[src/rtl/burst_reg_pkg.sv]
package burst_reg_pkg;
  localparam int ADDR_W = 6;

  typedef struct packed {
    logic              frameIdle;
    logic              fallEdge;
    logic              txActive;
    logic [2:0]        bitIdx;
    logic              loadTx;
    logic [ADDR_W-1:0] loadAddr;
    logic              writeCtrl;
    logic [7:0]        wrData;
    logic              popNow;
  } portStrobes_t;
endpackage

[src/rtl/burst_reg_ctl.sv]
module burst_reg_ctl
  import burst_reg_pkg::*;
#(
  parameter int                SYNC_STAGES = 2,
  parameter int                NUM_DATA    = 6,
  parameter logic [ADDR_W-1:0] DATA_BASE   = 6'h32,
  parameter logic [ADDR_W-1:0] CTRL_ADDR   = 6'h38
) (
  input  logic         clk,
  input  logic         rstN,
  input  logic         spiCsN,
  input  logic         spiSclk,
  input  logic         spiMosi,
  output portStrobes_t strb
);
  localparam logic [ADDR_W-1:0] LAST_DATA = DATA_BASE + ADDR_W'(NUM_DATA - 1);

  logic [SYNC_STAGES-1:0] csSync, sclkSync, mosiSync;
  logic csS, sclkS, mosiS, csPrev, sclkPrev;
  logic rise, fall, csRise, byteDone;
  logic inCmd, isRead, isMulti, touched, popped;
  logic [2:0] bitCnt;
  logic [6:0] rxShift;
  logic [7:0] rxByte;
  logic [ADDR_W-1:0] ptr, nextPtr;

  // input resynchronisers
  always_ff @(posedge clk or negedge rstN) begin
    if (!rstN) begin
      csSync   <= '1;
      sclkSync <= '1;
      mosiSync <= '0;
      csPrev   <= 1'b1;
      sclkPrev <= 1'b1;
    end else begin
      csSync   <= {csSync[SYNC_STAGES-2:0], spiCsN};
      sclkSync <= {sclkSync[SYNC_STAGES-2:0], spiSclk};
      mosiSync <= {mosiSync[SYNC_STAGES-2:0], spiMosi};
      csPrev   <= csS;
      sclkPrev <= sclkS;
    end
  end

  assign csS      = csSync[SYNC_STAGES-1];
  assign sclkS    = sclkSync[SYNC_STAGES-1];
  assign mosiS    = mosiSync[SYNC_STAGES-1];
  assign rise     = !csS && sclkS && !sclkPrev;
  assign fall     = !csS && !sclkS && sclkPrev;
  assign csRise   = csS && !csPrev;
  assign rxByte   = {rxShift, mosiS};
  assign byteDone = rise && (bitCnt == 3'd7);
  assign nextPtr  = isMulti ? ptr + 1'b1 : ptr;

  always_comb begin
    strb           = '0;
    strb.frameIdle = csS;
    strb.fallEdge  = fall;
    strb.txActive  = !inCmd;
    strb.bitIdx    = bitCnt;
    strb.wrData    = rxByte;
    if (byteDone) begin
      strb.loadTx = 1'b1;
      if (inCmd) begin
        strb.loadAddr = rxByte[ADDR_W-1:0];
      end else begin
        strb.loadAddr  = nextPtr;
        strb.writeCtrl = !isRead && (ptr == CTRL_ADDR);
      end
    end
    // pop on the last data byte, or on release after a data byte
    strb.popNow = !popped &&
                  ((byteDone && !inCmd && isRead && (ptr == LAST_DATA)) ||
                   (csRise && touched));
  end

  always_ff @(posedge clk or negedge rstN) begin
    if (!rstN) begin
      inCmd   <= 1'b1;
      bitCnt  <= '0;
      rxShift <= '0;
      isRead  <= 1'b0;
      isMulti <= 1'b0;
      ptr     <= '0;
      touched <= 1'b0;
      popped  <= 1'b0;
    end else if (csS) begin
      inCmd   <= 1'b1;
      bitCnt  <= '0;
      touched <= 1'b0;
      popped  <= 1'b0;
    end else if (rise) begin
      rxShift <= rxByte[6:0];
      bitCnt  <= bitCnt + 3'd1;
      if (byteDone) begin
        if (inCmd) begin
          inCmd   <= 1'b0;
          isRead  <= rxByte[7];
          isMulti <= rxByte[6];
          ptr     <= rxByte[ADDR_W-1:0];
        end else begin
          ptr <= nextPtr;
          if (isRead && ptr >= DATA_BASE && ptr <= LAST_DATA) touched <= 1'b1;
          if (strb.popNow) popped <= 1'b1;
        end
      end
    end
  end
endmodule

[src/rtl/burst_reg_dp.sv]
module burst_reg_dp
  import burst_reg_pkg::*;
#(
  parameter int                NUM_DATA   = 6,
  parameter int                COUNT_W    = 6,
  parameter int                POP_SETTLE = 200,
  parameter logic [ADDR_W-1:0] DATA_BASE  = 6'h32,
  parameter logic [ADDR_W-1:0] CTRL_ADDR  = 6'h38,
  parameter logic [ADDR_W-1:0] STAT_ADDR  = 6'h39
) (
  input  logic                  clk,
  input  logic                  rstN,
  input  portStrobes_t          strb,
  input  logic [NUM_DATA*8-1:0] fifoHead,
  input  logic [COUNT_W-1:0]    fifoCount,
  input  logic                  fifoTriggered,
  output logic                  spiMiso,
  output logic [7:0]            ctrlReg
);
  localparam int SETTLE_W = $clog2(POP_SETTLE + 1);

  logic [7:0] txByte, rdByte, statusSnap;
  logic [SETTLE_W-1:0] settleCnt;
  logic settleBusy;

  assign settleBusy = (settleCnt != '0);

  always_comb begin
    rdByte = '0;
    if (strb.loadAddr == CTRL_ADDR) rdByte = ctrlReg;
    if (strb.loadAddr == STAT_ADDR) rdByte = statusSnap;
    for (int i = 0; i < NUM_DATA; i++) begin
      if (strb.loadAddr == DATA_BASE + ADDR_W'(i)) rdByte = fifoHead[8*i +: 8];
    end
  end

  always_ff @(posedge clk or negedge rstN) begin
    if (!rstN) begin
      txByte     <= '0;
      spiMiso    <= 1'b0;
      ctrlReg    <= '0;
      settleCnt  <= '0;
      statusSnap <= '0;
    end else begin
      if (strb.loadTx) txByte <= rdByte;
      if (strb.frameIdle)     spiMiso <= 1'b0;
      else if (strb.fallEdge) spiMiso <= strb.txActive & txByte[3'd7 - strb.bitIdx];
      if (strb.writeCtrl) ctrlReg <= strb.wrData;
      if (strb.popNow)    settleCnt <= SETTLE_W'(POP_SETTLE);
      else if (settleBusy) settleCnt <= settleCnt - 1'b1;
      if (!strb.popNow && !settleBusy)
        statusSnap <= {fifoTriggered, 1'b0, fifoCount};
    end
  end
endmodule

[src/rtl/burst_reg_port.sv]
module burst_reg_port
  import burst_reg_pkg::*;
#(
  parameter int SYNC_STAGES = 2,
  parameter int NUM_DATA    = 6,
  parameter int COUNT_W     = 6,
  parameter int POP_SETTLE  = 200
) (
  input  logic                  clk,
  input  logic                  rstN,
  input  logic                  spiCsN,
  input  logic                  spiSclk,
  input  logic                  spiMosi,
  output logic                  spiMiso,
  input  logic [NUM_DATA*8-1:0] fifoHead,
  input  logic [COUNT_W-1:0]    fifoCount,
  input  logic                  fifoTriggered,
  output logic                  fifoPop,
  output logic [1:0]            ctrlMode,
  output logic                  ctrlTrigSel,
  output logic [4:0]            ctrlSamples
);
  localparam logic [ADDR_W-1:0] DATA_BASE = 6'h32;
  localparam logic [ADDR_W-1:0] CTRL_ADDR = DATA_BASE + ADDR_W'(NUM_DATA);
  localparam logic [ADDR_W-1:0] STAT_ADDR = CTRL_ADDR + 1'b1;

  portStrobes_t strb;
  logic [7:0] ctrlReg;

  burst_reg_ctl #(
    .SYNC_STAGES(SYNC_STAGES), .NUM_DATA(NUM_DATA),
    .DATA_BASE(DATA_BASE), .CTRL_ADDR(CTRL_ADDR)
  ) u_ctl (
    .clk(clk), .rstN(rstN), .spiCsN(spiCsN), .spiSclk(spiSclk),
    .spiMosi(spiMosi), .strb(strb)
  );

  burst_reg_dp #(
    .NUM_DATA(NUM_DATA), .COUNT_W(COUNT_W), .POP_SETTLE(POP_SETTLE),
    .DATA_BASE(DATA_BASE), .CTRL_ADDR(CTRL_ADDR), .STAT_ADDR(STAT_ADDR)
  ) u_dp (
    .clk(clk), .rstN(rstN), .strb(strb), .fifoHead(fifoHead),
    .fifoCount(fifoCount), .fifoTriggered(fifoTriggered),
    .spiMiso(spiMiso), .ctrlReg(ctrlReg)
  );

  assign fifoPop     = strb.popNow;
  assign ctrlMode    = ctrlReg[7:6];
  assign ctrlTrigSel = ctrlReg[5];
  assign ctrlSamples = ctrlReg[4:0];
endmodule

[config.mk]
export PLATFORM = sky130hd
export DESIGN_NAME = burst_reg_port
export DESIGN_NICKNAME = d
export VERILOG_FILES = /design/src/rtl/burst_reg_pkg.sv /design/src/rtl/burst_reg_ctl.sv /design/src/rtl/burst_reg_dp.sv /design/src/rtl/burst_reg_port.sv
export SDC_FILE = /design/constraint.sdc
export NUM_CORES = 1
export LEC_CHECK = 0
export ABC_AREA = 1
export BUFFER_PORTS_ARGS = -buffer_cell sky130_fd_sc_hd__buf_4
export CORE_MARGIN = 2
export CORE_UTILIZATION = 55
export DETAILED_ROUTE_END_ITERATION = 7
export PLACE_DENSITY = 0.85
export SYNTH_ARGS = -nofsm -noshare
export SYNTH_HDL_FRONTEND = slang
export SYNTH_SLANG_ARGS = --single-unit
[constraint.sdc]
create_clock -name clk -period 2.72 [get_ports clk]
set_input_delay 0.544 -clock clk [delete_from_list [all_inputs] [get_ports clk]]
set_output_delay 0.544 -clock clk [all_outputs]
set_load 0.02 [all_outputs]
==> results of run 1 <==
area by class of cell:
cell class,instances,share of cell area [%]
Timing Repair Buffer,72,12.9
Tap cell,75,2.25
Clock buffer,9,2.96
Clock inverter,7,2.34
Multi-Input combinational cell,296,37.8
Inverter,55,4.94
Sequential cell,61,36.8
layout by cell type (no fill, tap or decap), types with 7 or more instances in the layout:
cell type  Yosys  layout
nand4_1       11      11
inv_2          7       8
inv_1         48      47
dfstp_2        7       7
clkbuf_8       0       9
buf_4          4      72
nand2_1      110     110
dfrtp_1       54      53
nand3_1       38      38
o211ai_1       8       8
a21oi_1        8       8
o21ai_0       31      31
nor2_1        38      38
state kept, by name, indices dropped and copies added, names as in the netlist:
register and cells:
u_ctl.ptr 6, u_ctl.popped 1, u_ctl.isMulti 1, u_dp.txByte 8, u_ctl.isRead 1, u_ctl.inCmd 1
u_ctl.mosiSync 2, u_dp.statusSnap 7, u_ctl.touched 1, u_ctl.csPrev 1, u_dp.ctrlReg 8, u_ctl.sclkSync 2
u_ctl.csSync 2, u_ctl.bitCnt 3, u_ctl.rxShift 7, u_ctl.sclkPrev 1, u_dp.spiMiso 1, u_dp.settleCnt 8
routing by layer:
| layer | GRT usage, % | wire length (um) | up-vias |
|---|---|---|---|
| met2 | 44.4 | 4280 | 165 |
| met1 | 32.7 | 3520 | 1467 |
| met4 | 13.0 | 246 | 0 |
| li1 | - | - | 1523 |
| met3 | 7.07 | 788 | 35 |
| met5 | 0 | 0 | - |
kinds of logic (layout without fill, tap and decap cells):
logic type,count (synthesis),count (layout),share of synthesized area [%]
buf+inv,64,143,7.63
mux,10,10,3.27
simple gates,224,224,31.2
compound gates,54,55,9.78
flops,61,61,45.6
xor+xnor,1,1,0.260
fa+ha+maj,6,6,2.23
critical path, delay by kind of cell, from the launching register on:
| family | cells | cell delay [ps] |
|---|---|---|
| AOI/OAI and AO/OA | 1 | 210 |
| and+or+nand+nor | 3 | 340 |
| DFF | 1 | 410 |
| adders and majority gates | 2 | 360 |
| buffers and inverters | 3 | 330 |
per-stage QoR:
stage / setup slack (ps) / std cells / hold slack (ps)
floorplan: 498 / 420 / 248
global placement: 281 / 558 / 334
detailed placement: 241 / 558 / 335
CTS: 68.9 / 574 / 296
global route: 0.715 / 575 / 290
finish: 192 / 575 / 279
power breakdown:
part / total (mW) / switching (mW) / internal [mW] / leakage, nW
Clock: 0.900 / 0.382 / 0.518 / 0.106
Combinational: 0.175 / 0.0925 / 0.0821 / 1.15
Sequential: 0.975 / 0.0279 / 0.947 / 0.757
repair_timing:
action / 4_1_cts / 5_1_grt
buffers inserted: 0 / 0
resized for setup: 0 / 2
endpoints found under the setup margin: 0 / 7
path summary, 6_finish.rpt:
check,startpoint,endpoint,depth (start not counted)
min in group clk,spiMosi,u_ctl.mosiSync[0],1
max in group asynchronous,rstN,u_ctl.bitCnt[1],1
setup reg to reg,u_ctl.bitCnt[1],u_dp.txByte[1],15
hold / removal,rstN,u_ctl.bitCnt[0],1
hold reg to reg,u_ctl.mosiSync[0],u_ctl.mosiSync[1],0
setup / recovery,u_ctl.bitCnt[1],fifoPop,9
==> results_dict.tcl, run 1 <==
set metrics [dict create \
    slew_violations 0 \
    routabilityCongestion 0.961 \
    async_flop_share_pct 100 \
    start_util_pct 56.8 \
    finalHoldViolations 0 \
    antenna_found_initial 0 \
    wl_um 8830 \
    cts_root_buf "clkbuf_8" \
    netlist.area_leader.share_pct 40.2 \
    grt_usage_pct 26.9 \
    fillerInstances 473 \
    clock-sinks 61 \
    synth-edff-count 0 \
    clock_latency_ps 340 \
    yosysMostFrequentCell "nand2_1" \
    cp_data_required_time_ps 2180 \
    synth_area_um2 3360 \
    hold_buffers 0 \
    avgViaCountPerCell 5.55 \
    nets 561 \
    worst_setup_path_start_kind "flip-flop" \
    seq_area_frac_synth_pct 45.6 \
    slowest_delay_ps 410 \
    ys_ff_latch 61 \
    grt_max_degree 62 \
    yosys_warnings 0 \
    period_minus_slack_ps 2530 \
    cp.arrival_ps 1980 \
    power_mw 2.05 \
    hold_class "in -> async" \
    synthCells 420 \
    clk_pin_slew_worst_paths_ps 70 \
    drc 0 \
    slowest_stage "dfrtp_2" \
    cts_max_path_buffers 2 \
    grt_pass1_wl_um 13600 \
    regArea_um2 1540 \
    die_h_um 82.2 \
    ant_nets 0 \
    finalCritPeriodShare_pct 93.0 \
    maxCapViolCount 0 \
    netlist-cell-type-count 33 \
    coreArea_um2 5920 \
    dp.final_hpwl_um 6390 \
    synth_top_cells_by_count "nand2_1 (110), dfrtp_1 (54), inv_1 (48), nand3_1 (38), nor2_1 (38)" \
    power_density_nw_per_um2 491 \
    drive_above_1_share_pct 26.4 \
    area_delta_synth_final_pct 24.3 \
    syn_area_per_cell_um2 8.01 \
    setup_tns_ps 0 \
    cp_cell_sequence "ha_1 > ha_1 > inv_1 > nor2_2 > nand2_1 > o32ai_2 > nand2_1 > inv_2 > buf_4" \
    io_pins 70 \
    cts_buffers 9 \
    p_leak_nw 2.01 \
    rsz0062_at_grt "false" \
    htreeDepth 3 \
    cts_tree "built" \
    end_kind "output port" \
    dr.pass1.iters 5 \
    dieArea_um2 6760 \
    worst_slew_pin_slew_ps 760 \
    diodes 0 \
    critPathMaxFanout 6 \
    rows 28 \
    grt_pass1_vias 2995 \
    grt_overflow_total 0 \
    num_vias 3190 \
    multi_input_area_um2 1580 \
    die_w_um 82.2 \
    final_core_util_pct 70.6 \
    ir_drop_mv 0.415 \
    netlist_top_cells_area "dfrtp_1 (40%), nand2_1 (12%), nand3_1 (5.7%)" \
    synth_nets 486 \
    status "finished clean" \
    setup_violations 0 \
    critPathKind "reg -> out" \
    reg2reg_slack_ps 200 \
    fmax_mhz 396 \
    finalInstanceArea_um2 4180 \
    io_buffers 69 \
    wire_per_inst_um 15.4 \
    max_slew_margin_pct 49.4 \
    yosys.area.top_type "dfrtp_1" \
    fin_worst_skew_ps 9.46 \
    ys.flop_type "dfrtp_1" \
    dpl_cell_area_um2 3950 \
    first_iter_violations 214 \
]
(Power assumes the default switching activity.)
==> inputs of run 2 (changes only) <==
--- a/config.mk
+++ b/config.mk
@@ -10,6 +10,7 @@
 export CORE_MARGIN = 2
 export CORE_UTILIZATION = 55
 export DETAILED_ROUTE_END_ITERATION = 7
+export MAX_ROUTING_LAYER = met4
 export PLACE_DENSITY = 0.85
 export SYNTH_ARGS = -nofsm -noshare
 export SYNTH_HDL_FRONTEND = slang
==> results_dict.tcl, run 2 (synthesized netlist as in run 1, its figures left out) <==
set metrics [dict create \
    status "finished clean" \
    cp_data_required_time_ps 2180 \
    clock-sinks 61 \
    grt_util_met2_pct 44.3 \
    drive_above_1_share_pct 26.6 \
    cts_max_path_buffers 2 \
    fin_worst_skew_ps 9.67 \
    diodes 0 \
    multi_input_area_um2 1580 \
    p_leak_nw 2.01 \
    grt_max_degree 62 \
    finalHoldViolations 0 \
    htreeDepth 3 \
    dpl_cell_area_um2 3950 \
    hold_class "in -> async" \
    num_vias 3140 \
    finalInstanceArea_um2 4170 \
    final_cell_mix "nand2_1 (110), buf_4 (75), dfrtp_1 (54)" \
    worst_slack_ps 199 \
    wl_um 8540 \
    rr_worst_depth 13 \
    timing.hold.ws_ps 280 \
    crit_buf_inv 3 \
    clock_latency_ps 340 \
    rsz0062_at_grt "false" \
    routabilityCongestion 0.964 \
    cp_cell_sequence "ha_1 > ha_1 > inv_1 > nor2_2 > nand2_1 > o32ai_2 > nand2_1 > inv_2 > buf_4" \
    start_util_pct 56.8 \
    p_clk_share_pct 39.3 \
    dr.pass1.iters 5 \
    switching_power_mw 0.489 \
    clk_pin_slew_worst_paths_ps 70 \
    dieArea_um2 6760 \
    fmax_mhz 397 \
    r2r_end "u_dp.txByte[1]" \
    grtUsageMet3_pct 5.43 \
    setup_violations 0 \
    final_core_util_pct 70.4 \
    max_slew_margin_pct 50.0 \
    worst_slew_pin_slew_ps 750 \
    first_iter_violations 326 \
    regArea_um2 1540 \
    critPathMaxFanout 4 \
    worst_setup_path_start_kind "flip-flop" \
    cp.arrival_ps 1980 \
    reg_top3 "u_dp.ctrlReg x8, u_dp.settleCnt x8, u_dp.txByte x8" \
    io_buffers 69 \
    io_pins 70 \
    avgViaCountPerCell 5.43 \
    cts_root_buf "clkbuf_8" \
    die_w_um 82.2 \
    globalRouteMet1Util_pct 33.3 \
    rows 28 \
    power_density_nw_per_um2 455 \
    fillerInstances 481 \
    area_delta_synth_final_pct 23.8 \
    switching_share_pct 25.8 \
    seqPwrFrac_pct 51.5 \
    layout_commonest_cell "nand2_1" \
    critPathKind "reg -> out" \
    power_mw 1.90 \
    grt_pass1_wl_um 13300 \
    antenna_found_initial 0 \
    place_ws_ps 267 \
    wire_per_inst_um 14.8 \
    period_minus_slack_ps 2520 \
    grt_pass1_vias 2943 \
    slowest_delay_ps 390 \
    placedCellCount 558 \
    drc 0 \
    grt_busiest_layer "met2" \
    grt_overflow_total 0 \
    r2r-start "u_ctl.bitCnt[1]" \
    comb_power_share_pct 9.2 \
    die_h_um 82.2 \
    slowest_stage "dfrtp_1" \
    slew_violations 0 \
    cts_buffers 9 \
    grt_usage_pct 27.1 \
    nets 564 \
    fin_cells 578 \
    ir_drop_mv 0.347 \
    dp.final_hpwl_um 6380 \
    setup_tns_ps 0 \
    cp_top_family "flip-flops" \
    finalCritPeriodShare_pct 92.7 \
    p_int_mw 1.41 \
    coreArea_um2 5920 \
    end_kind "output port" \
    ant_nets 0 \
    cts_tree "built" \
    maxCapViolCount 0 \
    reg2reg_slack_ps 310 \
]
-- run 2: cell count changes in the layout (fill, tap and decap cells not counted), sizes merged --
cell      change
clkinv        -1
clkbuf        +2
buf           +3
bufinv        -2
inv           -1
clkinvlp      +2
-- run 2: final cells by class --
class,count,area share (%)
clock buffer,11,3.63
tap,75,2.25
multi-input combinational,296,37.9
inverter,55,4.96
clock inverter,5,0.841
timing repair buffer,75,13.5
sequential,61,36.9
-- run 2: per-layer routing --
metal	vias up	wire length, um
met2	142	4190
li1	1532	-
met4	0	208
met5	-	0
met3	21	643
met1	1445	3500
-- run 2: worst register-to-register path: stages (launching register included) --
cell and delay, ps:
dfrtp_1 390, ha_1 170, ha_1 220, inv_1 70, nor2_2 120, buf_4 180
nand3_1 190, inv_2 150, nand2_1 150, nor3_4 360, nand2_1 110, nand4_1 130
nand2_1 60, nand2_1 60
-- run 2: power groups by stage --
stage / registers [mW] / clock network (mW) / logic, mW
finish: 0.976 / 0.745 / 0.175
global route: 0.980 / 0.807 / 0.195
CTS: 0.976 / 0.756 / 0.173
detailed placement: 0.993 / 0 / 0.172
global placement: 0.992 / 0 / 0.165
floorplan: 0.984 / 0 / 0.0660
-- run 2: timing repair --
item                       CTS  global route
setup endpoints to repair    0             4
buffers inserted             0             3
gates resized for setup      0             1
hold buffers                 0             0
-- run 2: worst max path at each step --
| stage | from | end | cells after the start |
|---|---|---|---|
| 2_1_floorplan | u_ctl.bitCnt[1] | fifoPop | 9 |
| 3_3_place_gp | u_ctl.bitCnt[1] | u_dp.txByte[1] | 13 |
| 3_5_place_dp | u_ctl.bitCnt[1] | u_dp.txByte[1] | 13 |
| 4_1_cts | u_ctl.bitCnt[1] | fifoPop | 9 |
| 5_1_grt | u_ctl.bitCnt[1] | fifoPop | 9 |
| 6_report | u_ctl.bitCnt[1] | fifoPop | 9 |
==> inputs of run 3 (changes only) <==
--- a/config.mk
+++ b/config.mk
@@ -7,11 +7,13 @@
 export LEC_CHECK = 0
 export ABC_AREA = 1
 export BUFFER_PORTS_ARGS = -buffer_cell sky130_fd_sc_hd__buf_4
+export CORE_ASPECT_RATIO = 0.7
 export CORE_MARGIN = 2
 export CORE_UTILIZATION = 55
 export DETAILED_ROUTE_END_ITERATION = 7
 export MAX_ROUTING_LAYER = met4
 export PLACE_DENSITY = 0.85
+export REMOVE_ABC_BUFFERS = 1
 export SYNTH_ARGS = -nofsm -noshare
 export SYNTH_HDL_FRONTEND = slang
 export SYNTH_SLANG_ARGS = --single-unit
==> results_dict.tcl, run 3 (synthesized netlist as in run 1, its figures left out) <==
set metrics [dict create \
    fin_cells 579 \
    period_minus_slack_ps 2530 \
    slew_violations 0 \
    drc 0 \
    critPathMaxFanout 6 \
    place_ws_ps 273 \
    rows 23 \
    rr_worst_depth 15 \
    power_density_nw_per_um2 461 \
    fillerInstances 448 \
    timing.hold.ws_ps 263 \
    grt_usage_pct 27.2 \
    cp.arrival_ps 1990 \
    crit_buf_inv 3 \
    io_buffers 69 \
    ant_nets 0 \
    worst-path-stages 9 \
    grt_busiest_layer "met2" \
    die_h_um 69.4 \
    nets 565 \
    final_cell_mix "nand2_1 (110), buf_4 (77), dfrtp_1 (52)" \
    wl_um 8700 \
    dr.pass1.iters 5 \
    worst_slew_pin_slew_ps 742 \
    globalRouteMet1Util_pct 37.5 \
    worst_slack_ps 187 \
    final_core_util_pct 72.0 \
    placedCellCount 559 \
    clock_latency_ps 340 \
    fin_worst_skew_ps 8.24 \
    rsz0062_at_grt "false" \
    finalHoldViolations 0 \
    status "finished clean" \
    clock-sinks 61 \
    finalCritPeriodShare_pct 93.1 \
    finalInstanceArea_um2 4190 \
    cts_root_buf "clkbuf_8" \
    dieArea_um2 6770 \
    worst_setup_path_start_kind "flip-flop" \
    slowest_stage "dfrtp_2" \
    grt_util_met2_pct 38.5 \
    grt_overflow_total 0 \
    htreeDepth 3 \
    end_kind "output port" \
    avgViaCountPerCell 5.46 \
    maxCapViolCount 0 \
    dp.final_hpwl_um 6490 \
    critPathKind "reg -> out" \
    cp_data_required_time_ps 2180 \
    ir_drop_mv 0.407 \
    drive_above_1_share_pct 27.2 \
    slowest_delay_ps 400 \
    grtUsageMet3_pct 9.48 \
    start_util_pct 57.9 \
    p_leak_nw 2.02 \
    grt_max_degree 62 \
    clk_pin_slew_worst_paths_ps 70 \
    cp_top_family "flip-flops" \
    routabilityCongestion 0.973 \
    dpl_cell_area_um2 3960 \
    power_mw 1.93 \
    grt_pass1_wl_um 14000 \
    setup_violations 0 \
    first_iter_violations 215 \
    wire_per_inst_um 15.0 \
    cts_buffers 9 \
    diodes 0 \
    antenna_found_initial 0 \
    path_common_cell "nand2_1" \
    reg_top3 "u_dp.ctrlReg x8, u_dp.settleCnt x8, u_dp.txByte x8" \
    grt_pass1_vias 2852 \
    setup_tns_ps 0 \
    reg2reg_slack_ps 330 \
    num_vias 3162 \
    r2r_end "u_dp.txByte[3]" \
    cts_tree "built" \
    coreArea_um2 5810 \
    cp_cell_sequence "ha_1 > ha_2 > inv_1 > nor2_4 > nand2_1 > o32ai_2 > nand2_1 > inv_2 > buf_4" \
    area_delta_synth_final_pct 24.5 \
    max_slew_margin_pct 50.5 \
    cts_max_path_buffers 2 \
    fmax_mhz 395 \
    layout_commonest_cell "nand2_1" \
    hold_class "in -> async" \
    die_w_um 97.5 \
    r2r-start "u_ctl.ptr[0]" \
    io_pins 70 \
]
==> run 3: changes by cell type in the layout (fill, tap and decap cells not counted), moves of 2 or more <==
| cell | change |
|---|---|
| dfrtp_2 | +2 |
| dfrtp_1 | -2 |
| buf_4 | +2 |
| clkbuf_8 | -2 |
| clkinvlp_4 | -2 |
==> run 3: worst max-delay path by stage <==
stage                                 to  slack (ps)            start
after global routing             fifoPop          20  u_ctl.bitCnt[1]
after CTS                        fifoPop          40  u_ctl.bitCnt[0]
after floorplan                  fifoPop         360  u_ctl.bitCnt[0]
after detailed placement  u_dp.txByte[3]         270  u_ctl.bitCnt[0]
final                            fifoPop         190  u_ctl.bitCnt[1]
after global placement           fifoPop         360  u_ctl.bitCnt[0]
==> run 3: repair_timing <==
action | CTS | global route
pin swaps | 0 | 0
gates cloned | 0 | 0
hold buffers | 0 | 0
resized for setup | 2 | 3
setup buffers | 0 | 4
setup endpoints to repair | 1 | 1
hold endpoints to repair | 0 | 0
==> run 3: worst register-to-register path, delay by kind of cell (launching register included) <==
family / cells / cell delay [ps]
fa+ha+maj: 1 / 290
flops: 1 / 410
buf+inv: 2 / 230
simple gates: 12 / 1330
==> run 3: final cells by class <==
cell class	instances	area (um^2)	area share, %
multi-input cells	295	1580	37.7
flip-flops and latches	61	1540	36.7
repair buffers	77	578	13.8
inverters	55	206	4.93
clock buffers	10	128	3.05
well taps	75	93.8	2.24
clock inverters	6	63.8	1.52
==> run 3: power by group <==
group,internal [mW],total (mW),switching (mW)
Clock,0.421,0.779,0.358
Sequential,0.948,0.977,0.0289
Combinational,0.0863,0.176,0.0898
Total,1.46,1.93,0.476
==> run 3: per-layer routing <==
metal	vias to the layer above	share of wire (%)
li1	1531	-
met1	1475	46
met2	144	43
met3	12	9.5
met4	0	1.6
met5	-	0
